===== src/rtl/bsx_pkg.sv =====
package bsx_pkg;

  // Transfer state of the word sequencer
  typedef enum logic {
    ST_IDLE = 1'b0,
    ST_SEND = 1'b1
  } bsx_state_e;

  // Width needed to count 0..n inclusive
  function automatic int cnt_width(input int n);
    return (n < 2) ? 1 : $clog2(n + 1);
  endfunction

endpackage


===== src/rtl/bsx_rst_sync.sv =====
module bsx_rst_sync (
  input  logic clk,
  input  logic rst_n_i,
  output logic rst_n_o
);

  logic meta_q;
  logic sync_q;

  always_ff @(posedge clk or negedge rst_n_i) begin
    if (!rst_n_i) begin
      meta_q <= 1'b0;
      sync_q <= 1'b0;
    end else begin
      meta_q <= 1'b1;
      sync_q <= meta_q;
    end
  end

  assign rst_n_o = sync_q;

endmodule


===== src/rtl/bsx_prescaler.sv =====
module bsx_prescaler #(
  parameter int DIV_W = 8
) (
  input  logic clk,
  input  logic rst_n,
  input  logic restart_i,
  output logic tick_o
);

  localparam logic [DIV_W-1:0] PHASE_LAST = '1;

  logic [DIV_W-1:0] phase_q;
  logic [DIV_W-1:0] phase_d;

  // Next-state: a restart returns the phase to zero so a full period follows
  always_comb begin
    if (restart_i) begin
      phase_d = '0;
    end else begin
      phase_d = phase_q + 1'b1;
    end
  end

  always_ff @(posedge clk or negedge rst_n) begin
    if (!rst_n) begin
      phase_q <= '0;
    end else begin
      phase_q <= phase_d;
    end
  end

  assign tick_o = (phase_q == PHASE_LAST);

  // a restart pushes the next enable a full period away
  a_r7_restart_no_tick: assert property (@(posedge clk) disable iff (!rst_n)
    restart_i |=> !tick_o);

  // enables are isolated single-cycle pulses
  a_r4_tick_single: assert property (@(posedge clk) disable iff (!rst_n)
    tick_o |=> !tick_o);

endmodule


===== src/rtl/bsx_shifter.sv =====
module bsx_shifter #(
  parameter int DATA_W = 8
) (
  input  logic              clk,
  input  logic              rst_n,
  input  logic              load_i,
  input  logic              tick_i,
  input  logic [DATA_W-1:0] data_i,
  output logic              ser_o
);

  logic [DATA_W-1:0] stage_q;
  logic [DATA_W-1:0] stage_d;

  // One next-state term per stage; stage 0 takes a 1 as the word moves up
  for (genvar i = 0; i < DATA_W; i++) begin : g_stage
    if (i == 0) begin : g_head
      always_comb begin
        if (load_i) begin
          stage_d[i] = data_i[i];
        end else if (tick_i) begin
          stage_d[i] = 1'b1;
        end else begin
          stage_d[i] = stage_q[i];
        end
      end
    end else begin : g_body
      always_comb begin
        if (load_i) begin
          stage_d[i] = data_i[i];
        end else if (tick_i) begin
          stage_d[i] = stage_q[i-1];
        end else begin
          stage_d[i] = stage_q[i];
        end
      end
    end
  end

  always_ff @(posedge clk or negedge rst_n) begin
    if (!rst_n) begin
      stage_q <= '1;
    end else begin
      stage_q <= stage_d;
    end
  end

  assign ser_o = stage_q[DATA_W-1];

  // without load or enable the register holds its contents
  a_r3_hold_between_ticks: assert property (@(posedge clk) disable iff (!rst_n)
    (!load_i && !tick_i) |=> $stable(stage_q));

  // the output stage shows the top data bit right after a load
  a_r2_load_top_bit: assert property (@(posedge clk) disable iff (!rst_n)
    load_i |=> (ser_o == $past(data_i[DATA_W-1])));

endmodule


===== src/rtl/bsx_sequencer.sv =====
module bsx_sequencer
  import bsx_pkg::*;
#(
  parameter int DATA_W = 8
) (
  input  logic clk,
  input  logic rst_n,
  input  logic load_i,
  input  logic tick_i,
  output logic busy_o,
  output logic done_o
);

  localparam int CNT_W = cnt_width(DATA_W);
  localparam logic [CNT_W-1:0] CNT_LAST = CNT_W'(DATA_W - 1);
  localparam logic [CNT_W-1:0] CNT_FULL = CNT_W'(DATA_W);

  bsx_state_e       state_q;
  bsx_state_e       state_d;
  logic [CNT_W-1:0] count_q;
  logic [CNT_W-1:0] count_d;
  logic             done_q;
  logic             done_d;

  // Next-state: load has priority, then one count per enable while sending
  always_comb begin
    state_d = state_q;
    count_d = count_q;
    done_d  = 1'b0;
    if (load_i) begin
      state_d = ST_SEND;
      count_d = '0;
    end else if (tick_i && (state_q == ST_SEND)) begin
      if (count_q == CNT_LAST) begin
        state_d = ST_IDLE;
        count_d = CNT_FULL;
        done_d  = 1'b1;
      end else begin
        count_d = count_q + 1'b1;
      end
    end
  end

  always_ff @(posedge clk or negedge rst_n) begin
    if (!rst_n) begin
      state_q <= ST_IDLE;
      count_q <= '0;
      done_q  <= 1'b0;
    end else begin
      state_q <= state_d;
      count_q <= count_d;
      done_q  <= done_d;
    end
  end

  assign busy_o = (state_q == ST_SEND);
  assign done_o = done_q;

  // busy only ever falls together with the done pulse
  a_r6_fall_with_done: assert property (@(posedge clk) disable iff (!rst_n)
    $fell(busy_o) |-> done_o);

  // the done pulse never coincides with busy and lasts one cycle
  a_r6_done_single: assert property (@(posedge clk) disable iff (!rst_n)
    done_o |-> (!busy_o) ##1 !done_o);

  // the shift count never passes the word length
  a_r6_count_range: assert property (@(posedge clk) disable iff (!rst_n)
    count_q <= CNT_FULL);

  // any load starts a fresh transfer at count zero
  a_r2_load_starts: assert property (@(posedge clk) disable iff (!rst_n)
    load_i |=> (busy_o && (count_q == '0)));

endmodule


===== src/rtl/bitser_tx.sv =====
module bitser_tx #(
  parameter int DATA_W = 8,
  parameter int DIV_W  = 8
) (
  input  logic              clk,
  input  logic              rst_n,
  input  logic              load_i,
  input  logic [DATA_W-1:0] data_i,
  output logic              ser_o,
  output logic              busy_o,
  output logic              done_o
);

  logic rst_n_sync;
  logic shift_en;

  bsx_rst_sync u_rst_sync (
    .clk     (clk),
    .rst_n_i (rst_n),
    .rst_n_o (rst_n_sync)
  );

  bsx_prescaler #(
    .DIV_W (DIV_W)
  ) u_prescaler (
    .clk       (clk),
    .rst_n     (rst_n_sync),
    .restart_i (load_i),
    .tick_o    (shift_en)
  );

  bsx_shifter #(
    .DATA_W (DATA_W)
  ) u_shifter (
    .clk    (clk),
    .rst_n  (rst_n_sync),
    .load_i (load_i),
    .tick_i (shift_en),
    .data_i (data_i),
    .ser_o  (ser_o)
  );

  bsx_sequencer #(
    .DATA_W (DATA_W)
  ) u_sequencer (
    .clk    (clk),
    .rst_n  (rst_n_sync),
    .load_i (load_i),
    .tick_i (shift_en),
    .busy_o (busy_o),
    .done_o (done_o)
  );

  // whenever no word is in flight the line rests high
  a_r5_idle_high: assert property (@(posedge clk) disable iff (!rst_n_sync)
    !busy_o |-> ser_o);

endmodule


===== config.mk =====
export PLATFORM = sky130hd
export DESIGN_NAME = bitser_tx
export DESIGN_NICKNAME = d
export VERILOG_FILES = /design/src/rtl/bsx_pkg.sv /design/src/rtl/bsx_rst_sync.sv /design/src/rtl/bsx_prescaler.sv /design/src/rtl/bsx_shifter.sv /design/src/rtl/bsx_sequencer.sv /design/src/rtl/bitser_tx.sv
export SDC_FILE = /design/constraint.sdc
export NUM_CORES = 1
export LEC_CHECK = 0
export BUFFER_PORTS_ARGS = -buffer_cell sky130_fd_sc_hd__buf_4
export CAP_MARGIN = 0
export CORE_UTILIZATION = 55
export DETAILED_ROUTE_END_ITERATION = 6
export PLACE_DENSITY = 0.8
export SYNTH_ARGS = -nofsm -noshare
export SYNTH_HDL_FRONTEND = slang
export SYNTH_SLANG_ARGS = --single-unit

===== constraint.sdc =====
create_clock -name clk -period 1 [get_ports clk]
set_input_delay 0.15 -clock clk [delete_from_list [all_inputs] [get_ports clk]]
set_output_delay 0.15 -clock clk [all_outputs]
set_load 0.005 [all_outputs]

==> impl_metrics.ini, run 1 <==
[outcome]
status = finished, violations left
violations = setup timing

[global_route]
grt_pass1_vias = 965
track_usage = 0.275
overflow = 0
grt_max_degree = 23
antenna_found_initial = 0
grt_pass1_wl_mm = 4.15

[synth]
synth-seq-cells = 24
yosysMostFrequentCell = dfrtp_1
synth_common_cells = dfrtp_1 (16), o21ai_0 (13), a21oi_1 (8), dfstp_2 (8), a2bb2oi_1 (7)
avgSynthCellArea_um2 = 10.8
synthArstFlopShare = 1.00
ys_warn_count = 0
yosys-top-cells-area = dfrtp_1 (36%), dfstp_2 (19%), o21ai_0 (5.8%), a2bb2oi_1 (5.4%), a41oi_1 (3.9%)
synth_ff_type = dfrtp_1
syn_nets = 117
netlist_area_um2 = 1130
ys_seq_area_frac = 0.542
ys_types = 33
syn_inst = 104
yosysTopAreaCellShare = 0.356
synth_edf_count = 0
synth_top_area_cell = dfrtp_1

[clock_network]
cts_tree = done
clk_pin_slew_worst_paths_ns = 0.13
ctsRootBufferMaster = clkbuf_4
worst_skew_pair.late_latency_ns = 0.33
cts_buffer_depth = 2
cts.sinks = 24
htree_levels = 1
cts_made_buffers = 3

[floorplan]
die_h_um = 47.3
chipWidth_um = 47.3
ioPinCount = 14
die_area_um2 = 2230
rows = 16
start_util = 0.580
core-area_um2 = 1940

[routing]
dr.pass1.iters = 4
drt_iter0_drc = 31
vias_per_cell = 6.09
drt_wl_total_mm = 3.12
drcViolationCount = 0
avgRoutedWirePerCell_um = 17.8
antenna_left = 0
vias = 1066

[worst_setup_path]
cpMaxStageDelayCell = or4b_1
start_kind = flip-flop
crit_path_max_incr_delay_ns = 0.49
required_ns = 1.26
critPathTopFamily = simple AND/OR/NAND/NOR gates
cp_num_buf_inv = 1
worst_ep_arrival_time_ns = 1.66
path_cells = nand4_2 > buf_4 > or4b_1 > a21oi_1
end_kind = flip-flop
path_max_fanout = 2
crit_type = flip-flop to flip-flop

[run]
max_cap_violations = 0

[finish]
nNetsFinal = 162
area_delta_synth_final_pct = 49.4
drive_above_1_share = 0.561
regArea_um2 = 613
n_antenna_cell = 0
nFillCells = 104
final_util = 0.867
multiInputGateArea_um2 = 618

[timing]
fmax_ghz = 0.718
finClkSkew_ns = 0.00842
finalSetupViolCount = 22
report.final.slew_viol_count = 0
fin_crit_sh = 1.39
final-hold-violation-count = 0
min_period_ns = 1.39
layout_setup_ws_ns = -0.393
rsz0062_at_grt = yes

[pwr]
pwr-share-seq = 0.595
p_sw_mw = 0.431
p_leak_nw = 0.683
switching_share = 0.239
peakVddDrop_mv = 1.12
p_int_mw = 1.37
power.share.clock = 0.289
finalPower_mw = 1.80
comb_power_share = 0.116
powerDensity_nw_per_um2 = 1070

[placed_design]
place_congestion = 0.818
place_worst_setup_slack_ns = -0.387
numPortBuffers = 13
place_hpwl_mm = 1.68

[min_path]
hp-class = input port to flip-flop
## sequential cells by signal, indices dropped and copies added (netlist names)
| register | cells |
|---|---|
| u_prescaler.phase_q | 8 |
| u_rst_sync.meta_q | 1 |
| u_rst_sync.rst_n_o | 1 |
| u_sequencer.busy_o | 1 |
| u_sequencer.count_q | 4 |
| u_sequencer.done_o | 1 |
| u_shifter.stage_q | 8 |
## metrics by stage
stage,TNS [ns],instances,instance area (um^2),hold slack (ns)
6_report,-6.19,175,1680,0.0340
5_1_grt,-7.34,175,1680,0.0192
4_1_cts,-5.97,173,1590,0.0341
3_5_place_dp,-5.52,162,1440,-0.0655
3_3_place_gp,-4.96,162,1440,-0.0684
2_1_floorplan,-3.96,104,1170,-0.146
## worst paths after layout
| check | start | end | slack [ns] | depth (start not counted) |
|---|---|---|---|---|
| worst max-delay path | u_sequencer.busy_o | u_sequencer.count_q[0] | -0.39 | 4 |
| worst min-delay path | data_i[3] | u_shifter.stage_q[3] | 0.03 | 2 |
| worst max register to register | u_sequencer.busy_o | u_sequencer.count_q[0] | -0.39 | 4 |
| worst min register to register | u_rst_sync.rst_n_o | u_sequencer.busy_o | 0.21 | 1 |
| max in group asynchronous | u_rst_sync.rst_n_o | u_shifter.stage_q[2] | 0.51 | 1 |
| min in group asynchronous | rst_n | u_rst_sync.meta_q | 0.12 | 2 |
## cell usage in the layout, fill, tap and decap left out, types with 2 or more instances in the layout
cell,instances
nor2_1,4
buf_6,6
or3_1,3
a21oi_1,6
a21oi_2,2
o21ai_0,7
buf_4,37
nand4_1,3
nand2_1,3
dfstp_2,8
clkbuf_4,3
a2bb2oi_1,4
o21ai_1,6
nand3_2,2
a41oi_2,5
dfrtp_1,14
dfrtp_2,2
a31oi_1,2
a2bb2oi_2,3
o31ai_1,2
## cell type report
cell class | instances | share of cell area
Multi-Input combinational cell | 72 | 0.367
Sequential cell | 24 | 0.364
Timing Repair Buffer | 45 | 0.220
Clock buffer | 4 | 0.0216
Tap cell | 27 | 0.0201
Inverter | 3 | 0.00669
## worst register-to-register path, delay by kind of cell (launching register included)
family / cells / cell delay, ns
simple gates: 2 / 0.63
flops: 1 / 0.40
buf+inv: 1 / 0.16
compound gates: 1 / 0.13
## per-layer routing
layer	track usage	routed length, um
met1	0.298	1210
met2	0.521	1750
met3	0.0654	117
met4	0.0800	38
met5	0	0
## cell families after synthesis
logic type | count (synthesis) | share of synthesized area
fa+ha+maj | 2 | 0.0222
xor+xnor | 3 | 0.0233
compound gates | 38 | 0.221
flops | 24 | 0.542
buf+inv | 8 | 0.0289
other cells | 1 | 0.00333
simple gates | 28 | 0.159
## power groups by stage
stage          sequential [mW]  clock, mW  combinational (mW)
3_5_place_dp              1.08          0               0.169
4_1_cts                   1.07      0.523               0.182
5_1_grt                   1.08      0.577               0.225
6_report                  1.07      0.521               0.209
3_3_place_gp              1.08          0               0.164
2_1_floorplan             1.09          0              0.0805
## what timing repair did
item,CTS,global route
endpoints found under the setup margin,22,23
hold buffers,1,0
gates resized for setup,14,19
cloned,0,0
pin swaps,11,0
endpoints found under the hold margin,2,0
setup buffers,7,2
(Power assumes the default switching activity.)
==> inputs of run 2 (changes only) <==
--- a/config.mk
+++ b/config.mk
@@ -7,9 +7,12 @@
 export LEC_CHECK = 0
 export BUFFER_PORTS_ARGS = -buffer_cell sky130_fd_sc_hd__buf_4
 export CAP_MARGIN = 0
+export CORE_ASPECT_RATIO = 0.75
 export CORE_UTILIZATION = 55
 export DETAILED_ROUTE_END_ITERATION = 6
 export PLACE_DENSITY = 0.8
+export RECOVER_POWER = 50
+export REMOVE_ABC_BUFFERS = 1
 export SYNTH_ARGS = -nofsm -noshare
 export SYNTH_HDL_FRONTEND = slang
 export SYNTH_SLANG_ARGS = --single-unit
==> run 2 against run 1 <==
Against the previous run:
- the flow now stops in global routing (5_1_grt)
- synthesized cell count stayed put
- synthesized area did not move
==> impl_metrics.ini, run 2 <==
[outcome]
status = stopped before the end
stop_stage = global routing (5_1_grt)
error = [ERROR DPL-0038] Utilization greater than 100%, impossible to legalize

[synth]
synth-seq-cells = 24
synth_ff_type = dfrtp_1
synth_edf_count = 0
synthArstFlopShare = 1.00
synth_top_area_cell = dfrtp_1
synth_common_cells = dfrtp_1 (16), o21ai_0 (13), a21oi_1 (8), dfstp_2 (8), a2bb2oi_1 (7)
netlist_area_um2 = 1130
yosysMostFrequentCell = dfrtp_1
yosys-top-cells-area = dfrtp_1 (36%), dfstp_2 (19%), o21ai_0 (5.8%), a2bb2oi_1 (5.4%), a41oi_1 (3.9%)
ys_warn_count = 0
ys_types = 33
syn_inst = 104
ys_seq_area_frac = 0.542
yosysTopAreaCellShare = 0.356
avgSynthCellArea_um2 = 10.8

[clock_network]
cts_made_buffers = 3
htree_levels = 1
ctsRootBufferMaster = clkbuf_4
cts_buffer_depth = 2
cts.sinks = 24

[placed_design]
place_hpwl_mm = 1.83
numPortBuffers = 13
post-place-cells = 158
place_congestion = 0.737
place_worst_setup_slack_ns = -0.502

[floorplan]
chipWidth_um = 54.3
rows = 13
start_util = 0.618
die_h_um = 41.2
ioPinCount = 14

[timing]
worst-ep-kind = register input
crit_endpoint = u_sequencer.count_q[0]$_DFFE_PN0P_/D

[global_route]
grt_max_degree = 23
-- run 2: cell counts after synthesis --
Identical to the previous run, type by type.
-- run 2: logic make-up after synthesis --
family / synth area share
AOI/OAI and AO/OA: 0.221
xor gates and xnor gates: 0.0233
adders and majority gates: 0.0222
buffers and inverters: 0.0289
DFF: 0.542
other: 0.00333
and+or+nand+nor: 0.159
-- run 2: what timing repair did --
item | in CTS
endpoints found under the setup margin | 22
cloned | 1
setup buffers | 9
gates resized for setup | 33
hold buffers | 1
pin swaps | 13
hold endpoints to repair | 2
-- run 2: metrics by stage --
step | instance area, um^2 | TNS [ns]
after CTS | 1680 | -5.95
after detailed placement | 1410 | -6.32
after global placement | 1410 | -5.52
after floorplan | 1100 | -4.97
==> inputs of run 3 (changes only) <==
--- a/config.mk
+++ b/config.mk
@@ -7,10 +7,10 @@
 export LEC_CHECK = 0
 export BUFFER_PORTS_ARGS = -buffer_cell sky130_fd_sc_hd__buf_4
 export CAP_MARGIN = 0
-export CORE_ASPECT_RATIO = 0.75
-export CORE_UTILIZATION = 55
+export CORE_AREA = 2 2 63 65
 export DETAILED_ROUTE_END_ITERATION = 6
-export PLACE_DENSITY = 0.8
+export DIE_AREA = 0 0 65 67
+export PLACE_DENSITY_LB_ADDON = 0.15
 export RECOVER_POWER = 50
 export REMOVE_ABC_BUFFERS = 1
 export SYNTH_ARGS = -nofsm -noshare
==> run 3 against run 2 <==
Against the previous run:
- the flow now finishes, with violations (setup timing)
==> impl_metrics.ini, run 3 (synthesis gave the netlist of run 1 again) <==
[timing]
finalSetupViolCount = 22
final-hold-violation-count = 0
rsz0062_at_grt = yes
layout_setup_ws_ns = -0.417
report.final.slew_viol_count = 0
min_period_ns = 1.42
fmax_ghz = 0.706
slew_headroom = 0.614
finClkSkew_ns = 0.00502
fin_crit_sh = 1.42
tightest_slew_ns = 0.579

[clock_network]
cts_made_buffers = 3
clk_pin_slew_worst_paths_ns = 0.09
cts_buffer_depth = 2
ctsRootBufferMaster = clkbuf_8
cts_tree = done
worst_skew_pair.late_latency_ns = 0.27
cts.sinks = 24
htree_levels = 1

[worst_setup_path]
cpMaxStageDelayCell = or4b_1
worst_ep_arrival_time_ns = 1.62
cp_num_buf_inv = 0
start_kind = flip-flop
critPathTopFamily = simple AND/OR/NAND/NOR gates
required_ns = 1.20
crit_type = flip-flop to flip-flop
crit_path_max_incr_delay_ns = 0.54
path_max_fanout = 6
end_kind = flip-flop
path_cells = ha_4 > nand4_4 > or4b_1 > a21oi_2

[pwr]
peakVddDrop_mv = 0.459
powerDensity_nw_per_um2 = 1110
p_leak_nw = 0.694

[global_route]
grt_max_degree = 23
overflow = 0
grt_use_met2 = 0.251
antenna_found_initial = 0
grt.busiest_layer = met2
gr-usage-met1 = 0.197
track_usage = 0.150
grt_pass1_wl_mm = 4.95
grt_pass1_vias = 1066
grtUsageMet3 = 0.0152

[floorplan]
die_area_um2 = 4360
rows = 22
core-area_um2 = 3610
start_util = 0.312
chipWidth_um = 65
die_h_um = 67
ioPinCount = 14

[placed_design]
place_congestion = 0.834
numPortBuffers = 13
place_hpwl_mm = 1.88
post-place-cells = 188
postPlaceCellArea_um2 = 1470
place_worst_setup_slack_ns = -0.452

[routing]
vias_per_cell = 4.95
vias = 985
antenna_left = 0
avgRoutedWirePerCell_um = 14.5
dr.pass1.iters = 4
drt_wl_total_mm = 2.88
drcViolationCount = 0
drt_iter0_drc = 25

[finish]
drive_above_1_share = 0.510
nFillCells = 352
nNetsFinal = 165
final_util = 0.469
area_delta_synth_final_pct = 50.2
n_antenna_cell = 0
final_common_cell = buf_4
mostFrequentLayoutCells = buf_4 (35), dfrtp_1 (14), o21ai_0 (9), buf_6 (8), dfstp_2 (8)
design_area_um2 = 1690
final_cell_count_no_fill = 199
top_regs = u_prescaler.phase_q x8, u_shifter.stage_q x8, u_sequencer.count_q x4

[outcome]
status = finished, violations left
violations = setup timing

[min_path]
hp-class = input port to flip-flop

[run]
max_cap_violations = 0
## run 3: per-layer routing
metal  vias up  wire length, um
met4         0               27
met5         -                0
met2         8             1400
met1       483             1420
met3         2               32
li1        492                -
## run 3: final cells by class
cell class,count,area [um^2],area share
clock buffers,4,45.0,0.0266
inverters,3,11.3,0.00666
multi-input cells,72,581,0.343
flip-flops and latches,24,613,0.362
well taps,48,60.1,0.0355
repair buffers,48,382,0.226
## run 3: report_power, final
part	total (mW)	internal [mW]	switching (mW)	leakage (nW)
Sequential	1.07	1.03	0.0316	0.292
Combinational	0.208	0.118	0.0904	0.379
Clock	0.602	0.285	0.317	0.0228
## run 3: what timing repair did
action / 4_1_cts / 5_1_grt
pin swaps: 12 / 3
cloned: 1 / 1
gates resized for setup: 22 / 9
endpoints found under the setup margin: 22 / 22
hold endpoints to repair: 2 / 0
buffers inserted: 5 / 1
hold buffers: 1 / 0
## run 3: final timing paths
| path | endpoint | from | slack [ns] | depth (start not counted) |
|---|---|---|---|---|
| worst max-delay path | u_sequencer.count_q[0] | u_prescaler.phase_q[1] | -0.42 | 4 |
| worst max register to register | u_sequencer.count_q[0] | u_prescaler.phase_q[1] | -0.42 | 4 |
| max in group asynchronous | u_prescaler.phase_q[3] | u_rst_sync.rst_n_o | 0.27 | 1 |
| worst min-delay path | u_shifter.stage_q[0] | data_i[0] | 0.1 | 3 |
| worst min register to register | u_prescaler.phase_q[1] | u_rst_sync.rst_n_o | 0.32 | 1 |
| min in group asynchronous | u_rst_sync.meta_q | rst_n | 0.18 | 2 |
## run 3: through the flow
| step | setup TNS [ns] | power [mW] | hold slack, ns |
|---|---|---|---|
| 6_report | -6.40 | 1.88 | 0.0972 |
| 5_1_grt | -8.03 | 1.98 | 0.0988 |
| 4_1_cts | -5.89 | 1.89 | 0.0951 |
| 3_5_place_dp | -6.38 | 1.25 | -0.0660 |
| 3_3_place_gp | -6.06 | 1.25 | -0.0677 |
| 2_1_floorplan | -4.97 | 1.15 | -0.146 |
## run 3: worst register-to-register path, cell delays in order (launching register included)
cell	delay, ns
dfrtp_1	0.42
ha_4	0.18
nand4_4	0.10
or4b_1	0.54
a21oi_2	0.12
==> inputs of run 4 (changes only) <==
--- a/config.mk
+++ b/config.mk
@@ -5,8 +5,11 @@
 export SDC_FILE = /design/constraint.sdc
 export NUM_CORES = 1
 export LEC_CHECK = 0
+export ABC_AREA = 0
 export BUFFER_PORTS_ARGS = -buffer_cell sky130_fd_sc_hd__buf_4
 export CAP_MARGIN = 0
+export CELL_PAD_IN_SITES_DETAIL_PLACEMENT = 1
+export CELL_PAD_IN_SITES_GLOBAL_PLACEMENT = 1
 export CORE_AREA = 2 2 63 65
 export DETAILED_ROUTE_END_ITERATION = 6
 export DIE_AREA = 0 0 65 67
==> run 4 against run 3 <==
Against the previous run:
- the run still ends with setup timing left
- non-clock buffer count is 1 higher
- critical path type unchanged
- via count grew 7.4%
- critical endpoint unchanged
- flip-flop and latch count stayed put
==> impl_metrics.ini, run 4 (synthesis gave the netlist of run 1 again) <==
[timing]
fin_crit_sh = 1.42
layout_setup_ws_ns = -0.417
final-hold-violation-count = 0
slew_headroom = 0.626
finClkSkew_ns = 0.00341
report.final.slew_viol_count = 0
holdWs_ns = 0.0998
tightest_slew_ns = 0.561
fmax_ghz = 0.706
finalSetupViolCount = 22
rsz0062_at_grt = yes
min_period_ns = 1.42

[clock_network]
worst_skew_pair.late_latency_ns = 0.27
htree_levels = 1
ctsRootBufferMaster = clkbuf_8
cts_buffer_depth = 2
cts_made_buffers = 3
cts.sinks = 24
cts_tree = done
clk_pin_slew_worst_paths_ns = 0.09

[placed_design]
numPortBuffers = 13
place_congestion = 0.721
place_hpwl_mm = 2.11
place_worst_setup_slack_ns = -0.458

[global_route]
grt_pass1_vias = 1129
overflow = 0
grt_pass1_wl_mm = 5.34
antenna_found_initial = 0
grt_max_degree = 23
track_usage = 0.162

[worst_setup_path]
crit_start = u_prescaler.phase_q[0]
r2r-start = u_prescaler.phase_q[0]
crit_type = flip-flop to flip-flop
path_max_fanout = 5
end_kind = flip-flop
crit_path_max_incr_delay_ns = 0.53
cpMaxStageDelayCell = or4b_4
required_ns = 1.20
cp_num_buf_inv = 0
critPathTopFamily = simple AND/OR/NAND/NOR gates
path_cells = ha_4 > nand4_4 > or4b_4 > a21oi_2
worst_ep_arrival_time_ns = 1.62
start_kind = flip-flop

[routing]
drt_iter0_drc = 15
vias = 1058
avgRoutedWirePerCell_um = 16.7
antenna_left = 0
dr.pass1.iters = 2
drcViolationCount = 0
drt_wl_total_mm = 3.33
vias_per_cell = 5.29

[finish]
nFillCells = 396
mostFrequentLayoutCells = buf_4 (34), dfrtp_1 (13), buf_6 (12), o21ai_0 (10), dfstp_2 (8)
n_antenna_cell = 0
top_regs = u_prescaler.phase_q x8, u_shifter.stage_q x8, u_sequencer.count_q x4
nNetsFinal = 166
area_delta_synth_final_pct = 62.0
final_common_cell = buf_4
drive_above_1_share = 0.625
final_util = 0.506

[floorplan]
die_area_um2 = 4360
ioPinCount = 14
start_util = 0.312
rows = 22
chipWidth_um = 65
die_h_um = 67
core-area_um2 = 3610

[pwr]
p_leak_nw = 0.721
powerDensity_nw_per_um2 = 1080
finalPower_mw = 1.98
peakVddDrop_mv = 0.623

[min_path]
hp-class = input port to flip-flop
min_from = data_i[0]

[run]
max_cap_violations = 0

[outcome]
violations = setup timing
status = finished, violations left
run 4: where the power goes:
part / internal, mW / switching (mW) / total, mW
Combinational: 0.128 / 0.103 / 0.231
Sequential: 1.04 / 0.0344 / 1.07
Clock: 0.352 / 0.326 / 0.678
run 4: worst register-to-register path: stages, from the launching register on:
cell	delay, ns
dfrtp_1	0.41
ha_4	0.18
nand4_4	0.10
or4b_4	0.53
a21oi_2	0.13
run 4: path summary, 6_finish.rpt:
| path | to | slack (ns) | cells past startpoint |
|---|---|---|---|
| worst max-delay path | u_sequencer.count_q[0] | -0.42 | 4 |
| worst min-delay path | u_shifter.stage_q[0] | 0.1 | 3 |
| worst max register to register | u_sequencer.count_q[0] | -0.42 | 4 |
| worst min register to register | u_prescaler.phase_q[4] | 0.32 | 1 |
| max in group asynchronous | u_prescaler.phase_q[3] | 0.28 | 1 |
| min in group asynchronous | u_rst_sync.rst_n_o | 0.18 | 2 |
run 4: per-layer routing:
metal	vias up	wire length [um]	track usage
li1	490	-	-
met1	554	1440	0.199
met2	10	1810	0.295
met3	4	56	0.0253
met4	0	25	0.0399
met5	-	0	0
run 4: what timing repair did:
action	CTS	global route
endpoints found under the setup margin	22	22
endpoints found under the hold margin	2	0
hold buffers	1	0
setup buffers	2	4
gates cloned	1	0
pin swaps	10	18
gates resized for setup	29	23
run 4: metrics by stage:
step                      TNS (ns)  area, um^2  cells
after floorplan              -4.97        1100     99
after global placement       -5.85        1490    190
after detailed placement     -6.50        1490    190
after CTS                    -5.68        1690    197
after global routing         -7.04        1820    200
final                        -6.04        1820    200
run 4: area by class of cell:
class	count	area, um^2	area share
clock buffers	4	55.1	0.0302
inverters	3	11.3	0.00617
multi-input cells	72	674	0.370
flip-flops and latches	24	614	0.337
well taps	48	60.1	0.0329
repair buffers	49	409	0.224
